$ cat config.mk
export PLATFORM = sky130hd
export DESIGN_NAME = bcd_rtc_alarm
export DESIGN_NICKNAME = d
export VERILOG_FILES = /design/src/rtl/bcdcal_pkg.sv /design/src/rtl/bcdcal_wrap_cnt.sv /design/src/rtl/bcdcal_hour_adv.sv /design/src/rtl/bcdcal_alarm_cmp.sv /design/src/rtl/bcd_rtc_alarm.sv
export SDC_FILE = /design/constraint.sdc
export NUM_CORES = 1
export LEC_CHECK = 0
export BUFFER_PORTS_ARGS = -buffer_cell sky130_fd_sc_hd__buf_2
export CAP_MARGIN = 20
export CORE_ASPECT_RATIO = 0.7
export CORE_MARGIN = 5
export CORE_UTILIZATION = 45
export CTS_CLUSTER_DIAMETER = 30
export DETAILED_ROUTE_END_ITERATION = 7
export SLEW_MARGIN = 30
export SYNTH_ARGS = -nofsm -noshare
export SYNTH_HDL_FRONTEND = slang
export SYNTH_HIERARCHICAL = 1
export SYNTH_SLANG_ARGS = --single-unit
$ cat constraint.sdc
create_clock -name clk -period 7.7 [get_ports clk]
set_input_delay 0.385 -clock clk [delete_from_list [all_inputs] [get_ports clk]]
set_output_delay 0.385 -clock clk [all_outputs]
set_load 0.05 [all_outputs]
$ cat src/rtl/bcdcal_pkg.sv
package bcdcal_pkg;

   localparam int BYTE_W     = 8;
   localparam int NUM_FIELDS = 8;
   localparam int NUM_CMP    = 5;

   typedef enum logic [2:0] {
      F_SEC  = 3'd0,
      F_MIN  = 3'd1,
      F_HOUR = 3'd2,
      F_DAY  = 3'd3,
      F_MON  = 3'd4,
      F_YEAR = 3'd5,
      F_WDAY = 3'd6,
      F_CENT = 3'd7
   } field_e;

   // two-digit BCD increment
   function automatic logic [7:0] bcd_inc8(input logic [7:0] v);
      if (v[3:0] >= 4'd9) return {v[7:4] + 4'd1, 4'd0};
      else                return v + 8'd1;
   endfunction

   // full year divisible by 4 reduces to the two BCD digits
   function automatic logic leap_yy(input logic [7:0] yy);
      if (yy[4]) return (yy[3:0] == 4'h2) || (yy[3:0] == 4'h6);
      else       return (yy[3:0] == 4'h0) || (yy[3:0] == 4'h4) || (yy[3:0] == 4'h8);
   endfunction

   function automatic logic [7:0] last_day(input logic [7:0] mon, input logic [7:0] yy);
      case (mon)
         8'h02:                      return leap_yy(yy) ? 8'h29 : 8'h28;
         8'h04, 8'h06, 8'h09, 8'h11: return 8'h30;
         default:                    return 8'h31;
      endcase
   endfunction

endpackage

$ cat src/rtl/bcdcal_wrap_cnt.sv
module bcdcal_wrap_cnt #(
   parameter int W = 8
) (
   input  logic [W-1:0] cur,
   input  logic [W-1:0] lo,
   input  logic [W-1:0] hi,
   input  logic         inc,
   output logic [W-1:0] nxt,
   output logic         carry
);
   initial begin
      assert (W == 8) else $error("bcdcal_wrap_cnt: W must be 8");
   end

   always_comb begin
      carry = inc && (cur >= hi);
      if (!inc)      nxt = cur;
      else if (carry) nxt = lo;
      else            nxt = bcdcal_pkg::bcd_inc8(cur);
   end
endmodule

$ cat src/rtl/bcdcal_hour_adv.sv
module bcdcal_hour_adv #(
   parameter bit SUPPORT_12H = 1'b1
) (
   input  logic [7:0] cur,
   input  logic       inc,
   output logic [7:0] nxt,
   output logic       carry
);
   logic [5:0] h24_nxt;
   logic       h24_wrap;

   always_comb begin
      h24_wrap = (cur[5:0] >= 6'h23);
      if (h24_wrap)              h24_nxt = 6'h00;
      else if (cur[3:0] >= 4'd9) h24_nxt = {cur[5:4] + 2'd1, 4'd0};
      else                       h24_nxt = cur[5:0] + 6'd1;
   end

   generate
      if (SUPPORT_12H) begin : g_dual
         logic [4:0] h12_nxt;
         logic       pm_nxt;
         logic       h12_wrap;
         always_comb begin
            pm_nxt   = cur[5];
            h12_wrap = 1'b0;
            if (cur[4:0] == 5'h11) begin
               h12_nxt  = 5'h12;
               pm_nxt   = ~cur[5];
               h12_wrap = cur[5];
            end else if (cur[4:0] >= 5'h12) begin
               h12_nxt = 5'h01;
            end else if (cur[3:0] >= 4'd9) begin
               h12_nxt = {cur[4] + 1'b1, 4'd0};
            end else begin
               h12_nxt = cur[4:0] + 5'd1;
            end
         end
         always_comb begin
            if (!inc) begin
               nxt   = cur;
               carry = 1'b0;
            end else if (cur[7]) begin
               nxt   = {cur[7:6], h24_nxt};
               carry = h24_wrap;
            end else begin
               nxt   = {cur[7:6], pm_nxt, h12_nxt};
               carry = h12_wrap;
            end
         end
      end else begin : g_24only
         always_comb begin
            nxt   = inc ? {cur[7:6], h24_nxt} : cur;
            carry = inc && h24_wrap;
         end
      end
   endgenerate
endmodule

$ cat src/rtl/bcdcal_alarm_cmp.sv
module bcdcal_alarm_cmp #(
   parameter int NUM_CMP  = 5,
   parameter int HOUR_IDX = 2
) (
   input  logic [NUM_CMP*8-1:0] alarm_vec,
   input  logic [NUM_CMP*8-1:0] time_vec,
   input  logic                 evt,
   output logic                 hit
);
   initial begin
      assert (NUM_CMP >= 1 && NUM_CMP <= 8) else $error("bcdcal_alarm_cmp: NUM_CMP out of range");
      assert (HOUR_IDX < NUM_CMP) else $error("bcdcal_alarm_cmp: HOUR_IDX out of range");
   end

   logic [NUM_CMP-1:0] en;
   logic [NUM_CMP-1:0] eq;

   generate
      for (genvar i = 0; i < NUM_CMP; i++) begin : g_fld
         localparam logic [7:0] MASK = (i == HOUR_IDX) ? 8'h3F : 8'h7F;
         assign en[i] = alarm_vec[i*8+7];
         assign eq[i] = (((alarm_vec[i*8 +: 8] ^ time_vec[i*8 +: 8]) & MASK) == 8'h00);
      end
   endgenerate

   assign hit = evt && (|en) && (&(eq | ~en));
endmodule

$ cat src/rtl/bcd_rtc_alarm.sv
module bcd_rtc_alarm #(
   parameter int unsigned ADDR_W        = 5,
   parameter int unsigned ALARM_BASE    = 0,
   parameter int unsigned TIME_BASE     = 8,
   parameter int unsigned STATUS_ADDR   = 16,
   parameter int unsigned INTEN_ADDR    = 17,
   parameter bit          SUPPORT_12H   = 1'b1,
   parameter logic [7:0]  RESET_CENTURY = 8'h20
) (
   input  logic              clk,
   input  logic              rst_n,
   input  logic              tick,
   input  logic              reg_we,
   input  logic [ADDR_W-1:0] reg_addr,
   input  logic [7:0]        reg_wdata,
   output logic [7:0]        reg_rdata,
   output logic              alarm_flag,
   output logic              irq
);
   import bcdcal_pkg::*;

   localparam int FLAG_BIT = 5;
   localparam int BLK_W    = ADDR_W - 3;
   localparam logic [BLK_W-1:0]  ALARM_BLK = ALARM_BASE[ADDR_W-1:3];
   localparam logic [BLK_W-1:0]  TIME_BLK  = TIME_BASE[ADDR_W-1:3];
   localparam logic [ADDR_W-1:0] STAT_A    = STATUS_ADDR[ADDR_W-1:0];
   localparam logic [ADDR_W-1:0] IEN_A     = INTEN_ADDR[ADDR_W-1:0];

   initial begin
      assert (ADDR_W >= 5) else $error("bcd_rtc_alarm: ADDR_W too small");
      assert (ALARM_BASE % 8 == 0 && TIME_BASE % 8 == 0) else $error("bcd_rtc_alarm: banks must be 8-aligned");
      assert (ALARM_BASE != TIME_BASE) else $error("bcd_rtc_alarm: banks overlap");
      assert (STATUS_ADDR / 8 != ALARM_BASE / 8 && STATUS_ADDR / 8 != TIME_BASE / 8)
         else $error("bcd_rtc_alarm: status inside a bank");
      assert (INTEN_ADDR / 8 != ALARM_BASE / 8 && INTEN_ADDR / 8 != TIME_BASE / 8)
         else $error("bcd_rtc_alarm: enable inside a bank");
      assert (STATUS_ADDR != INTEN_ADDR) else $error("bcd_rtc_alarm: status and enable collide");
      assert (STATUS_ADDR < (1 << ADDR_W) && INTEN_ADDR < (1 << ADDR_W) && TIME_BASE < (1 << ADDR_W))
         else $error("bcd_rtc_alarm: address out of range");
   end

   function automatic logic [7:0] field_reset(input int idx);
      case (idx)
         int'(F_HOUR): return 8'h80;
         int'(F_DAY):  return 8'h01;
         int'(F_MON):  return 8'h01;
         int'(F_CENT): return RESET_CENTURY;
         default:      return 8'h00;
      endcase
   endfunction

   // ---------------- decode
   logic [2:0] idx;
   logic       hit_alarm_blk, hit_time_blk;
   logic       wr_alarm, wr_time, wr_stat, wr_ien;

   assign idx           = reg_addr[2:0];
   assign hit_alarm_blk = (reg_addr[ADDR_W-1:3] == ALARM_BLK);
   assign hit_time_blk  = (reg_addr[ADDR_W-1:3] == TIME_BLK);
   assign wr_alarm      = reg_we && hit_alarm_blk;
   assign wr_time       = reg_we && hit_time_blk;
   assign wr_stat       = reg_we && (reg_addr == STAT_A);
   assign wr_ien        = reg_we && (reg_addr == IEN_A);

   // ---------------- storage
   logic [7:0] tbank [NUM_FIELDS];
   logic [7:0] abank [NUM_FIELDS];
   logic [7:0] tnext [NUM_FIELDS];
   logic       flag_q, ien_q;

   // ---------------- advance chain
   logic c_sec, c_min, c_hr, c_day, c_mon, c_yr;
   logic [7:0] day_hi;
   logic       adv;

   assign day_hi = last_day(tbank[F_MON], tbank[F_YEAR]);
   assign adv    = tick && !wr_time;

   bcdcal_wrap_cnt #(.W(8)) u_sec (
      .cur(tbank[F_SEC]), .lo(8'h00), .hi(8'h59), .inc(1'b1),
      .nxt(tnext[F_SEC]), .carry(c_sec));
   bcdcal_wrap_cnt #(.W(8)) u_min (
      .cur(tbank[F_MIN]), .lo(8'h00), .hi(8'h59), .inc(c_sec),
      .nxt(tnext[F_MIN]), .carry(c_min));
   bcdcal_hour_adv #(.SUPPORT_12H(SUPPORT_12H)) u_hour (
      .cur(tbank[F_HOUR]), .inc(c_min),
      .nxt(tnext[F_HOUR]), .carry(c_hr));
   bcdcal_wrap_cnt #(.W(8)) u_day (
      .cur(tbank[F_DAY]), .lo(8'h01), .hi(day_hi), .inc(c_hr),
      .nxt(tnext[F_DAY]), .carry(c_day));
   bcdcal_wrap_cnt #(.W(8)) u_mon (
      .cur(tbank[F_MON]), .lo(8'h01), .hi(8'h12), .inc(c_day),
      .nxt(tnext[F_MON]), .carry(c_mon));
   bcdcal_wrap_cnt #(.W(8)) u_year (
      .cur(tbank[F_YEAR]), .lo(8'h00), .hi(8'h99), .inc(c_mon),
      .nxt(tnext[F_YEAR]), .carry(c_yr));

   always_comb begin
      if (!c_hr)                      tnext[F_WDAY] = tbank[F_WDAY];
      else if (tbank[F_WDAY] >= 8'h06) tnext[F_WDAY] = 8'h00;
      else                            tnext[F_WDAY] = tbank[F_WDAY] + 8'h01;
      tnext[F_CENT] = c_yr ? bcd_inc8(tbank[F_CENT]) : tbank[F_CENT];
   end

   // ---------------- alarm compare against advanced time
   logic [NUM_CMP*8-1:0] a_vec, t_vec;
   logic                 match;

   generate
      for (genvar f = 0; f < NUM_CMP; f++) begin : g_pack
         assign a_vec[f*8 +: 8] = abank[f];
         assign t_vec[f*8 +: 8] = tnext[f];
      end
   endgenerate

   bcdcal_alarm_cmp #(.NUM_CMP(NUM_CMP), .HOUR_IDX(int'(F_HOUR))) u_cmp (
      .alarm_vec(a_vec), .time_vec(t_vec), .evt(adv), .hit(match));

   // ---------------- sequential state
   always_ff @(posedge clk) begin
      if (!rst_n) begin
         for (int i = 0; i < NUM_FIELDS; i++) tbank[i] <= field_reset(i);
      end else if (wr_time) begin
         if (idx == F_WDAY) tbank[idx] <= {5'b0, reg_wdata[2:0]};
         else               tbank[idx] <= reg_wdata;
      end else if (tick) begin
         for (int i = 0; i < NUM_FIELDS; i++) tbank[i] <= tnext[i];
      end
   end

   always_ff @(posedge clk) begin
      if (!rst_n) begin
         for (int i = 0; i < NUM_FIELDS; i++) abank[i] <= 8'h00;
      end else if (wr_alarm) begin
         abank[idx] <= reg_wdata;
      end
   end

   always_ff @(posedge clk) begin
      if (!rst_n) begin
         flag_q <= 1'b0;
         ien_q  <= 1'b0;
      end else begin
         if (match)                                flag_q <= 1'b1;
         else if (wr_stat && !reg_wdata[FLAG_BIT]) flag_q <= 1'b0;
         if (wr_ien) ien_q <= reg_wdata[FLAG_BIT];
      end
   end

   // ---------------- read path and outputs
   always_comb begin
      reg_rdata = 8'h00;
      if (hit_alarm_blk)          reg_rdata = abank[idx];
      else if (hit_time_blk)      reg_rdata = tbank[idx];
      else if (reg_addr == STAT_A) reg_rdata[FLAG_BIT] = flag_q;
      else if (reg_addr == IEN_A)  reg_rdata[FLAG_BIT] = ien_q;
   end

   assign alarm_flag = flag_q;
   assign irq        = flag_q && ien_q;

   // ---------------- assertions
   a_r3_hold_idle: assert property (@(posedge clk) disable iff (!rst_n)
      (!tick && !reg_we) |=> ($stable(tbank[F_SEC]) && $stable(tbank[F_MIN]) &&
                              $stable(tbank[F_HOUR]) && $stable(tbank[F_DAY])));

   a_r3_sec_wrap: assert property (@(posedge clk) disable iff (!rst_n)
      (tick && !reg_we && tbank[F_SEC] == 8'h59) |=> (tbank[F_SEC] == 8'h00));

   a_r9_flag_on_tick: assert property (@(posedge clk) disable iff (!rst_n)
      $rose(alarm_flag) |-> $past(tick));

   a_r10_sticky: assert property (@(posedge clk) disable iff (!rst_n)
      (alarm_flag && !(reg_we && reg_addr == STAT_A && !reg_wdata[FLAG_BIT])) |=> alarm_flag);

   a_r11_irq_rise: assert property (@(posedge clk) disable iff (!rst_n)
      $rose(irq) |-> ($past(tick) || $past(reg_we)));

   a_r12_write_wins: assert property (@(posedge clk) disable iff (!rst_n)
      (tick && reg_we && reg_addr == {TIME_BLK, 3'd0}) |=> (tbank[F_SEC] == $past(reg_wdata)));

endmodule

# Yosys cells after proc, flatten, opt, wreduce, memory -nomap -nowiden
# Memories as Yosys holds them, arrays and structs flattened.
# Cells that the tools add are included.
word_totals:
  ff_bits: 2
  ramBits: 128
  elab_cells: 174
  mem_count: 2
classes:
  add_sub_neg: 17
  order_cmp: 15
  eq_ne: 14
  muxes: 76
  bitwise_logic: 17
  n_reduce_logical: 31
memory_table:
  columns: ["name", "depth", "word_bits", "rd", "rd_ports_with_merged_regs", "write_ports", "line", "text"]
  rows:
  - ["abank", 8, 8, 6, 0, 8, "bcd_rtc_alarm.sv:67", "logic [7:0] abank [NUM_FIELDS];"]
  - ["tbank", 8, 8, 9, 0, 8, "bcd_rtc_alarm.sv:66", "logic [7:0] tbank [NUM_FIELDS];"]
ops:
  columns: ["op", "n"]
  rows:
  - ["$mux 8", 36]
  - ["$add 8x1->8 const B", 7]
  - ["$logic_not 8->1", 5]
  - ["$mux 1", 30]
  - ["$ge 4x4->1 const B", 7]
  - ["$xor 7x7->7", 4]
  - ["$add 4x1->4 const B", 6]
  - ["$mux 5", 4]
  - ["$eq 8x3->1 const B", 2]
  - ["$ge 8x7->1 const B", 2]
  - ["$reduce_or 8->1", 2]
  - ["$eq 5x5->1 const B", 3]
  - ["$logic_and 1x1->1", 13]
  - ["$mux 6", 2]
  - ["$pmux 5 s2", 1]
  - ["$or 1x1->1", 9]
  - ["$eq 4x3->1 const B", 2]
  - ["$eq 8x2->1 const B", 1]
  - ["$eq 8x4->1 const B", 1]
  - ["$eq 8x5->1 const B", 1]
  - ["$ge 8x3->1 const B", 1]
  - ["$ge 8x5->1 const B", 1]
  - ["$ge 8x6->1", 1]
  - ["$ge 8x8->1 const B", 1]
  - ["24 further kinds", 28]

# Logic depth before layout (Yosys ltp)
# Gate-level depths: netlist (run 1).
# An unclocked memory read counts as a cell.
logic_depth:
  depth_word: 19
  ltp_mapped: 27

# By module
# Netlist (run 1), hierarchy kept.
modules_own_cells:
  columns: ["module", "n_inst", "cells_per_inst", "area_each_um2", "seq_area_each_um2"]
  rows:
  - ["bcd_rtc_alarm", 1, 505, 6670.1, 3883.7]
  - ["bcdcal_wrap_cnt", 5, 81, 570.5, 0.0]
  - ["bcdcal_alarm_cmp", 1, 49, 395.4, 0.0]
  - ["bcdcal_hour_adv", 1, 52, 367.9, 0.0]

# Least setup slack after synthesis (run 1)
# No wires, ideal clock.
synth_path:
  path_kind: "reg2reg"
  startpoint: "memory tbank[0][5]"
  endpoint: "memory tbank[7][0], enable pin"
  setup_ps: 326
  t_arrival_ps: 5081
  required_time_ps: 7374
  slack_ps: 2293
  path_stages_with_launch: 23
  n_path_buf: 10
  synth_period_minus_slack_ps: 5407
  cell_sequence: "edfxtp_1 -> ha_1 -> nand2_1 -> nor3_1 -> a21oi_4 -> buf_6 -> nor2b_1 -> clkbuf_1 -> clkbuf_1 -> nor2b_1 -> clkbuf_1 -> o21ai_0 -> nor2_1 -> clkbuf_1 -> clkbuf_1 -> nor2b_1 -> clkbuf_1 -> clkbuf_1 -> nor2b_1 -> clkbuf_1 -> clkbuf_1 -> nor2b_1 -> a21o_1"
synth_rtl:
  columns: ["element", "line"]
  rows:
  - ["from (decl)", "bcd_rtc_alarm.sv:66"]

==> impl_metrics.py, run 1 <==
metrics = {
    "run_status": {
        "status": "finished clean",
    },
    "yosys": {
        "netlist_instances": 1011,
        "yosysTopAreaCell": "edfxtp_1",
        "synth_top_area_share_pct": 37.4,
        "ys_ff_latch": 130,
        "synthTopCellsByArea": "edfxtp_1 (37%), ha_1 (8.9%), mux4_2 (5.3%), and2_1 (4.0%), nand2_1 (3.6%)",
        "synth_ff_type": "edfxtp_1",
        "synth_seq_area_share_pct": 37.8,
        "synth_edf_count": 128,
        "synthArstFlopShare_pct": 0,
        "syn_area_per_cell_sq_um": 10.2,
        "yosys_warnings": 6,
        "synthDistinctLibCells": 73,
        "syn_area_sq_mm": 0.0103,
    },
    "global_routing": {
        "met2_usage_pct": 31.4,
        "antenna_found_initial": 0,
        "busiest_layer": "met1",
        "grt_usage_pct": 23.6,
        "grt_pass1_vias": 7372,
        "gr-total-overflow": 0,
        "grt_first_pass_wirelength_mm": 46.0,
        "grt_max_degree": 46,
        "grtUsageMet1_pct": 37.2,
        "grt_use_met3_pct": 7.27,
    },
    "route": {
        "wl_mm": 30.2,
        "vias_per_cell": 5.76,
        "dr.pass1.iters": 7,
        "drcViolationCount": 0,
        "wl_per_cell_um": 21.1,
        "antenna_left": 0,
        "drtIter0Drc": 1156,
        "vias": 8228,
    },
    "timing": {
        "worst_hold_slack_ns": 0.344,
        "hold_viol_final": 0,
        "max_freq_mhz": 200,
        "post-route-period-util_pct": 65.1,
        "skew_ns": 0.00866,
        "min_period_ns": 5.01,
        "finalSetupViolCount": 0,
        "finalMaxSlewViolations": 0,
        "slew_headroom_pct": 38.6,
        "setup-tns-final_ns": 0,
        "rsz0062_at_grt": "no",
        "worstMarginPinSlew_ns": 0.913,
    },
    "clock_tree": {
        "path_clk_slew_ns": 0.06,
        "clockBufferDepth": 2,
        "clock_latency_ns": 0.44,
        "cts_tree": "built",
        "cts_setup_buffers": 0,
        "cts-htree-levels": 4,
        "cts_buffers": 17,
        "cts_resized": 0,
        "cts_root_buffer": "clkbuf_16",
        "hold_buffers": 0,
        "clock-sinks": 130,
    },
    "job": {
        "max-cap-violations": 0,
    },
    "finish": {
        "final_nets": 1192,
        "mostFrequentLayoutCells": "edfxtp_1 (128), nand2_1 (100), conb_1 (84), inv_1 (79), ha_1 (73)",
        "syn_to_final_growth_pct": 12.0,
        "drive_gt1_share_pct": 11.5,
        "final_common_cell": "edfxtp_1",
    },
    "floorplanning": {
        "initial_core_util_pct": 45.6,
        "io_pins": 27,
        "num_rows": 46,
        "die_x_um": 191,
        "core-area_sq_mm": 0.0226,
        "die_area_sq_mm": 0.0260,
        "die_h_um": 136,
    },
    "worst_setup_path": {
        "cp_slowest_cell": "nor2b_1",
        "critPathMaxStageDelay_ns": 0.58,
        "critPathBufInv": 3,
        "crit_fanout": 21,
        "arrival_ns": 5.38,
        "critical-path-top-delay-family": "simple AND/OR/NAND/NOR gates",
        "crit_path_start_kind": "flip-flop",
        "required_ns": 8.07,
        "cp-end-kind": "flip-flop",
        "crit_type": "reg -> reg",
        "path_cells": "ha_1 > nand2_1 > nor3_1 > a21oi_4 > nor2b_1 > buf_4 > nor2b_1 > o21ai_0 > nor2_1 > buf_4 > nor2b_1 > buf_4 > a21boi_0 > a2bb2oi_1 > xor2_1 > nor4_1 > nand4_1 > a222oi_1 > and4_1 > a21oi_1 > nor2_1",
    },
    "placement": {
        "dp_hpwl_mm": 22.1,
        "port_buffers": 26,
        "gp_congestion": 0.917,
    },
    "pwr": {
        "ir_drop_uv": 116,
        "leakagePower_nw": 4.60,
        "powerDensity_mw_per_mm2": 185,
    },
    "min_path": {
        "hold_class": "in -> reg",
    },
}
==> logic make-up after synthesis <==
group / count (synthesis) / share of synthesized area [%]
and+or+nand+nor: 334 / 16.8
AOI/OAI and AO/OA: 232 / 16.7
DFF: 130 / 37.8
buffers and inverters: 127 / 5.69
adders and majority gates: 73 / 8.88
muxes: 66 / 10.1
xor gates and xnor gates: 47 / 4.00
other: 2 / 0.0730
==> flip-flops by register name, summed over array words and instances (netlist names) <==
signal	flops
tbank	64
alarm_flag	1
ien_q	1
abank	64
==> layer usage <==
layer,share of wire [%],vias to the layer above
li1,-,3841
met1,47,3911
met2,39,424
met3,12,52
met4,1.9,0
met5,0,-
==> worst paths after layout <==
kind	from	to	slack, ns	cells after the start
setup reg to reg	tbank[0][5]	alarm_flag	2.69	21
hold / removal	reg_wdata[5]	ien_q	0.34	3
hold reg to reg	ien_q	ien_q	0.50	2
setup / recovery	tbank[0][5]	alarm_flag	2.69	21
==> power by group <==
part | leakage [nW] | switching [mW] | internal (mW)
Sequential | 1.30 | 0.0725 | 0.827
Combinational | 3.01 | 0.243 | 0.157
Clock | 0.293 | 0.345 | 0.485
==> layout make-up <==
class	instances	area, sq um
multi-input combinational	836	6130
antenna	1	2.50
clock inverter	15	168
fill	2101	11000
inverter	79	297
clock buffer	17	425
timing repair buffer	38	220
tap	312	390
sequential	130	3880
==> tightest hold or removal path, stage by stage <==
cell     delay, ns
buf_2         0.19
nand2_1       0.09
a21oi_1       0.05
==> cell usage after synthesis (3+ instances only) <==
cell type and n:
a2bb2oi_1 15, a211oi_2 5, xor2_1 33, edfxtp_1 128
a21oi_1 13, nor4b_1 6, nand3b_1 4, nand3_1 32
o211a_1 5, o31ai_1 9, inv_1 79, clkbuf_1 18
buf_6 9, o21ai_2 5, nor3_1 8, o21ai_1 10
nor4_1 5, xnor2_1 14, mux4_2 24, nor2b_1 11
nor2_1 50, o31a_1 5, buf_2 15, o21ai_0 59
ha_1 73, and2_1 66, buf_4 6, a22o_1 16
mux4_1 5, o22a_1 6, o22ai_1 10, o211ai_1 6
nand4_1 12, nand2b_1 14, o21a_1 5, o221ai_1 16
mux2i_1 36, o2bb2ai_1 3, or2_2 3, a31oi_1 8
a21oi_4 5, and3_1 7, nand2_1 100, a21boi_0 15
==> through the flow <==
stage	instances	area (sq um)	total power [mW]	util (%)	worst slack, ns
CTS	1427	11500	2.12	51.0	2.75
global placement	1395	10900	1.30	48.4	2.92
finish	1428	11500	2.13	51.0	2.69
global route	1427	11500	2.21	51.0	2.14
detailed placement	1395	10900	1.30	48.4	2.79
floorplan	1093	10600	1.19	-	2.29
Note: power is estimated with default switching activity, not from simulation.
==> run 2, diff against run 1 <==
==> constraint.sdc (replaced) <==
create_clock -name clk -period 4.7 [get_ports clk]
set_input_delay 0.235 -clock clk [delete_from_list [all_inputs] [get_ports clk]]
set_output_delay 0.235 -clock clk [all_outputs]
set_load 0.05 [all_outputs]
==> impl_metrics.py, run 2 (same netlist as run 1, synthesis figures left out) <==
metrics = {
    "route": {
        "dr.pass1.iters": 5,
        "antenna_left": 0,
        "wl_mm": 30.4,
        "vias_per_cell": 5.68,
        "drcViolationCount": 0,
        "drtIter0Drc": 1008,
        "wl_per_cell_um": 21.1,
        "vias": 8177,
    },
    "pwr": {
        "sequentialPowerShare_pct": 41.4,
        "powerDensity_mw_per_mm2": 303,
        "ir_drop_uv": 208,
        "leakagePower_nw": 4.65,
        "power_frac_comb_pct": 19.6,
        "power.switching_mw": 1.06,
        "p_sw_share_pct": 30.0,
        "p_clk_share_pct": 39.0,
        "internal_power_mw": 2.46,
    },
    "timing": {
        "hold_viol_final": 0,
        "slew_headroom_pct": 34.0,
        "min_period_ns": 4.18,
        "max_freq_mhz": 240,
        "worstMarginPinSlew_ns": 0.982,
        "rsz0062_at_grt": "no",
        "post-route-period-util_pct": 88.8,
        "setup-tns-final_ns": 0,
        "skew_ns": 0.0122,
        "finalMaxSlewViolations": 0,
        "finalSetupViolCount": 0,
    },
    "floorplanning": {
        "die_h_um": 136,
        "io_pins": 27,
        "core-area_sq_mm": 0.0226,
        "die_x_um": 191,
        "initial_core_util_pct": 45.6,
        "die_area_sq_mm": 0.0260,
        "num_rows": 46,
    },
    "clock_tree": {
        "cts_buffers": 17,
        "hold_buffers": 0,
        "clock-sinks": 130,
        "path_clk_slew_ns": 0.06,
        "cts_tree": "built",
        "clock_latency_ns": 0.42,
        "cts_resized": 0,
        "cts_setup_buffers": 0,
        "clockBufferDepth": 2,
        "cts-htree-levels": 4,
        "cts_root_buffer": "clkbuf_16",
    },
    "worst_setup_path": {
        "cp-end-kind": "flip-flop",
        "crit_top_cell": "nor2b_1",
        "crit_fanout": 16,
        "cp_slowest_cell": "edfxtp_1",
        "required_ns": 5.06,
        "r2r_slack_ns": 0.52,
        "arrival_ns": 4.53,
        "crit_path_start_kind": "flip-flop",
        "crit_type": "reg -> reg",
        "critPathMaxStageDelay_ns": 0.48,
        "path_cells": "ha_1 > nand2_1 > nor3_1 > a21oi_4 > nor2b_1 > nor2b_1 > o21ai_0 > nor2_1 > nor2b_1 > buf_4 > o221ai_1 > xor2_1 > nor4_1 > nand4_1 > a222oi_1 > and4_1 > a21oi_1 > nor2_1",
    },
    "placement": {
        "placed_area_sq_mm": 0.0110,
        "gp_congestion": 0.904,
        "dp_cells": 1408,
        "dp_hpwl_mm": 22.4,
        "port_buffers": 26,
    },
    "finish": {
        "final_common_cell": "edfxtp_1",
        "drive_gt1_share_pct": 12.6,
        "top_regs": "abank: 64 flops, tbank: 64 flops",
        "fillCellCount": 2079,
        "mostFrequentLayoutCells": "edfxtp_1 (128), nand2_1 (100), conb_1 (84), inv_1 (79), ha_1 (73)",
        "diodes": 0,
        "final_cell_area_sq_mm": 0.0116,
        "syn_to_final_growth_pct": 13.1,
        "final_nets": 1205,
        "fin_cells": 1440,
    },
    "global_routing": {
        "gr-total-overflow": 0,
        "grt_first_pass_wirelength_mm": 46.8,
        "grt_usage_pct": 23.9,
        "antenna_found_initial": 0,
        "grt_max_degree": 46,
        "grt_pass1_vias": 7562,
    },
    "run_status": {
        "status": "finished clean",
    },
    "job": {
        "max-cap-violations": 0,
    },
    "min_path": {
        "hold_class": "in -> reg",
    },
}
[run 2: changes by cell type in the layout (fill, tap and decap cells not counted), sizes merged]
cell,before,now
clkinv,5,2
clkinvlp,0,4
buf,38,51
bufinv,2,3
clkbuf,17,18
inv,87,84
diode,1,0
[run 2: metrics by stage]
step / utilization, % / total power [mW] / hold WS (ns) / worst slack [ns]
2_1_floorplan: - / 1.94 / 0.420 / 0.0208
3_3_place_gp: 48.8 / 2.14 / 0.474 / 0.714
3_5_place_dp: 48.8 / 2.15 / 0.507 / 0.612
4_1_cts: 51.5 / 3.52 / 0.187 / 0.565
5_1_grt: 51.6 / 3.66 / 0.223 / 0.134
6_report: 51.6 / 3.52 / 0.215 / 0.525
[run 2: worst paths after layout]
| path | cells past startpoint | end | startpoint |
|---|---|---|---|
| worst min register to register | 2 | ien_q | ien_q |
| worst min-delay path | 3 | ien_q | reg_wdata[5] |
| worst max register to register | 18 | alarm_flag | tbank[0][5] |
| worst max-delay path | 18 | alarm_flag | tbank[0][5] |
[run 2: worst max-delay path: cells and delay by family (launching register included)]
| kind | cells | cell delay [ns] |
|---|---|---|
| adder cells (fa/ha/maj) | 1 | 0.35 |
| flip-flops | 1 | 0.48 |
| AND/OR/NAND/NOR | 10 | 2.01 |
| buffers and inverters | 1 | 0.29 |
| AO/OA/AOI/OAI | 5 | 0.76 |
| XOR/XNOR | 1 | 0.23 |
[run 2: metal layers]
| metal | share of wire (%) | wire (um) | GRT usage [%] | vias up |
|---|---|---|---|---|
| li1 | - | - | - | 3868 |
| met1 | 47 | 14400 | 37.3 | 3893 |
| met2 | 40 | 12100 | 32.0 | 373 |
| met3 | 10 | 3160 | 6.73 | 43 |
| met4 | 2.3 | 690 | 6.46 | 0 |
| met5 | 0 | 0 | 0 | - |
[run 2: layout make-up]
class                           count  area [sq um]  share of cell area (%)
Tap cell                          312           390                    3.36
Timing Repair Buffer               51           318                    2.73
Inverter                           79           297                    2.55
Multi-Input combinational cell    836          6140                    52.8
Sequential cell                   130          3880                    33.4
Clock inverter                     14           176                    1.52
Clock buffer                       18           429                    3.69
[run 2: power groups by stage]
| stage | Combinational (mW) | Clock [mW] | Sequential [mW] |
|---|---|---|---|
| 2_1_floorplan | 0.510 | 0 | 1.43 |
| 3_3_place_gp | 0.666 | 0 | 1.48 |
| 3_5_place_dp | 0.672 | 0 | 1.48 |
| 4_1_cts | 0.677 | 1.38 | 1.46 |
| 5_1_grt | 0.756 | 1.44 | 1.47 |
| 6_report | 0.689 | 1.37 | 1.46 |
==> run 3, diff against run 2 <==
--- a/config.mk
+++ b/config.mk
@@ -5,6 +5,7 @@
 export SDC_FILE = /design/constraint.sdc
 export NUM_CORES = 1
 export LEC_CHECK = 0
+export ABC_AREA = 1
 export BUFFER_PORTS_ARGS = -buffer_cell sky130_fd_sc_hd__buf_2
 export CAP_MARGIN = 20
 export CORE_ASPECT_RATIO = 0.7
==> impl_metrics.py, run 3 <==
metrics = {
    "yosys": {
        "syn_area_sq_mm": 0.0116,
        "synth_common_cells": "nand2_1 (469), inv_1 (255), nor2_1 (186), nand3_1 (181), edfxtp_1 (128)",
        "syn_area_per_cell_sq_um": 7.01,
        "synthTopCellsByArea": "edfxtp_1 (33%), nand2_1 (15%), inv_1 (8.2%), ha_1 (7.8%), nand3_1 (7.8%)",
        "synth_top_area_share_pct": 33.0,
        "yosysTopAreaCell": "edfxtp_1",
        "netlist_instances": 1662,
        "ys_ff_latch": 130,
        "synth_ff_type": "edfxtp_1",
        "yosysMostFrequentCell": "nand2_1",
        "yosys_warnings": 6,
        "synth_seq_area_share_pct": 33.4,
        "synthArstFlopShare_pct": 0,
        "synth_edf_count": 128,
        "synthDistinctLibCells": 38,
    },
    "floorplanning": {
        "core-area_sq_mm": 0.0256,
        "die_h_um": 145,
        "die_x_um": 202,
        "io_pins": 27,
        "initial_core_util_pct": 45.5,
        "num_rows": 49,
        "die_area_sq_mm": 0.0292,
    },
    "pwr": {
        "powerDensity_mw_per_mm2": 273,
        "p_sw_share_pct": 32.7,
        "sequentialPowerShare_pct": 40.9,
        "internal_power_mw": 2.37,
        "ir_drop_uv": 183,
        "p_clk_share_pct": 36.4,
        "power.switching_mw": 1.15,
        "leakagePower_nw": 6.27,
        "power_frac_comb_pct": 22.7,
    },
    "worst_setup_path": {
        "cp-end-kind": "flip-flop",
        "required_ns": 4.84,
        "critPathBufInv": 5,
        "arrival_ns": 4.40,
        "critPathMaxStageDelay_ns": 0.47,
        "crit_fanout": 11,
        "crit_path_start_kind": "flip-flop",
        "crit_type": "reg -> reg",
        "r2r_start": "tbank[0][5]",
        "path_cells": "ha_1 > nand2_1 > nor2_2 > nand2_2 > nand3_4 > nand2_2 > inv_1 > nand2_2 > inv_1 > nand2_2 > nor2_2 > nand2_2 > inv_1 > nand2_2 > inv_1 > inv_1 > or2_2 > nand2_1 > a21oi_1 > nand3_1 > o21ai_0",
        "critPathLaunch": "tbank[0][5]",
        "cp_slowest_cell": "edfxtp_1",
        "critical-path-top-delay-family": "simple AND/OR/NAND/NOR gates",
        "crit_top_cell": "nand2_2",
    },
    "route": {
        "vias": 11000,
        "vias_per_cell": 5.23,
        "antenna_left": 0,
        "drcViolationCount": 0,
        "drtIter0Drc": 1236,
        "wl_per_cell_um": 16.8,
        "wl_mm": 35.4,
        "dr.pass1.iters": 5,
    },
    "clock_tree": {
        "cts_root_buffer": "clkbuf_16",
        "clockBufferDepth": 2,
        "cts_buffers": 17,
        "clock_latency_ns": 0.42,
        "cts_tree": "built",
        "cts-htree-levels": 4,
        "cts_setup_buffers": 0,
        "clock-sinks": 130,
        "path_clk_slew_ns": 0.06,
    },
    "finish": {
        "top_regs": "abank: 64 flops, tbank: 64 flops",
        "final_nets": 1848,
        "final_common_cell": "nand2_1",
        "diodes": 0,
        "mostFrequentLayoutCells": "nand2_1 (469), inv_1 (255), nor2_1 (185), nand3_1 (181), edfxtp_1 (128)",
        "drive_gt1_share_pct": 11.0,
        "final_cell_area_sq_mm": 0.0129,
        "syn_to_final_growth_pct": 11.0,
    },
    "timing": {
        "hold_viol_final": 0,
        "finalSetupViolCount": 0,
        "skew_ns": 0.0111,
        "max_freq_mhz": 235,
        "slew_headroom_pct": 37.0,
        "finalMaxSlewViolations": 0,
        "post-route-period-util_pct": 90.6,
        "worstMarginPinSlew_ns": 0.945,
        "rsz0062_at_grt": "no",
        "min_period_ns": 4.26,
        "setup-tns-final_ns": 0,
    },
    "run_status": {
        "status": "finished clean",
    },
    "global_routing": {
        "grt_max_degree": 58,
        "grt_usage_pct": 24.1,
        "gr-total-overflow": 0,
        "grt_pass1_vias": 9763,
        "antenna_found_initial": 0,
        "grt_first_pass_wirelength_mm": 55.0,
    },
    "job": {
        "max-cap-violations": 0,
    },
    "min_path": {
        "hp-start": "reg_we",
        "hold_class": "in -> reg",
    },
    "placement": {
        "placed_area_sq_mm": 0.0124,
        "dp_hpwl_mm": 26.1,
        "port_buffers": 26,
        "gp_congestion": 0.923,
    },
}
run 3: through the flow:
| stage | worst slack, ns | power (mW) | utilization [%] | cells | hold WS [ns] |
|---|---|---|---|---|---|
| after floorplan | 1.20 | 2.03 | - | 1744 | 0.396 |
| after global placement | 0.456 | 2.24 | 48.4 | 2070 | 0.481 |
| after detailed placement | 0.355 | 2.25 | 48.4 | 2070 | 0.485 |
| after CTS | 0.334 | 3.52 | 50.5 | 2102 | 0.118 |
| after global routing | 0.0674 | 3.69 | 50.6 | 2102 | 0.120 |
| final | 0.441 | 3.53 | 50.6 | 2102 | 0.135 |
run 3: final cells by class:
type                    count  area, sq um
flip-flops and latches    130         3880
multi-input cells        1300         6830
repair buffers             39          228
fillers                  2562        12600
inverters                 270         1010
clock inverters            13          119
clock buffers              19          433
well taps                 331          414
run 3: power groups by stage:
stage | clock, mW | combinational, mW | sequential [mW]
2_1_floorplan | 0 | 0.593 | 1.43
3_3_place_gp | 0 | 0.774 | 1.46
3_5_place_dp | 0 | 0.783 | 1.47
4_1_cts | 1.29 | 0.787 | 1.44
5_1_grt | 1.34 | 0.898 | 1.45
6_report | 1.28 | 0.802 | 1.44
run 3: what timing repair did:
action | 4_1_cts | 5_1_grt
hold buffers | 0 | 0
endpoints found under the setup margin | 0 | 2
gates resized for setup | 0 | 1
run 3: worst register-to-register path: stages (launching register included):
cell and delay (ns):
edfxtp_1 0.47, ha_1 0.35, nand2_1 0.07, nor2_2 0.15
nand2_2 0.12, nand3_4 0.14, nand2_2 0.08, inv_1 0.30
nand2_2 0.14, inv_1 0.26, nand2_2 0.11, nor2_2 0.26
nand2_2 0.12, inv_1 0.20, nand2_2 0.14, inv_1 0.26
inv_1 0.21, or2_2 0.31, nand2_1 0.07, a21oi_1 0.06
nand3_1 0.07, o21ai_0 0.10
run 3: cell families after synthesis:
family / after synthesis / synth area share, %
other: 2 / 0.0645
flip-flops: 130 / 33.4
AO/OA/AOI/OAI: 134 / 6.27
XOR/XNOR: 27 / 2.03
adder cells (fa/ha/maj): 73 / 7.84
AND/OR/NAND/NOR: 982 / 39.8
buffers and inverters: 314 / 10.6
run 3: per-layer routing:
metal | GRT usage [%] | share of wire [%] | vias up
li1 | - | - | 5435
met1 | 36.4 | 48 | 5089
met2 | 36.0 | 41 | 400
met3 | 3.74 | 7.9 | 63
met4 | 6.82 | 2.6 | 0
met5 | 0 | 0 | -
run 3: path summary, 6_finish.rpt:
check / endpoint / slack [ns] / depth (start not counted)
hold / removal: ien_q / 0.13 / 3
hold reg to reg: ien_q / 0.51 / 2
setup reg to reg: tbank[5][3] / 0.44 / 21
setup / recovery: tbank[5][3] / 0.44 / 21
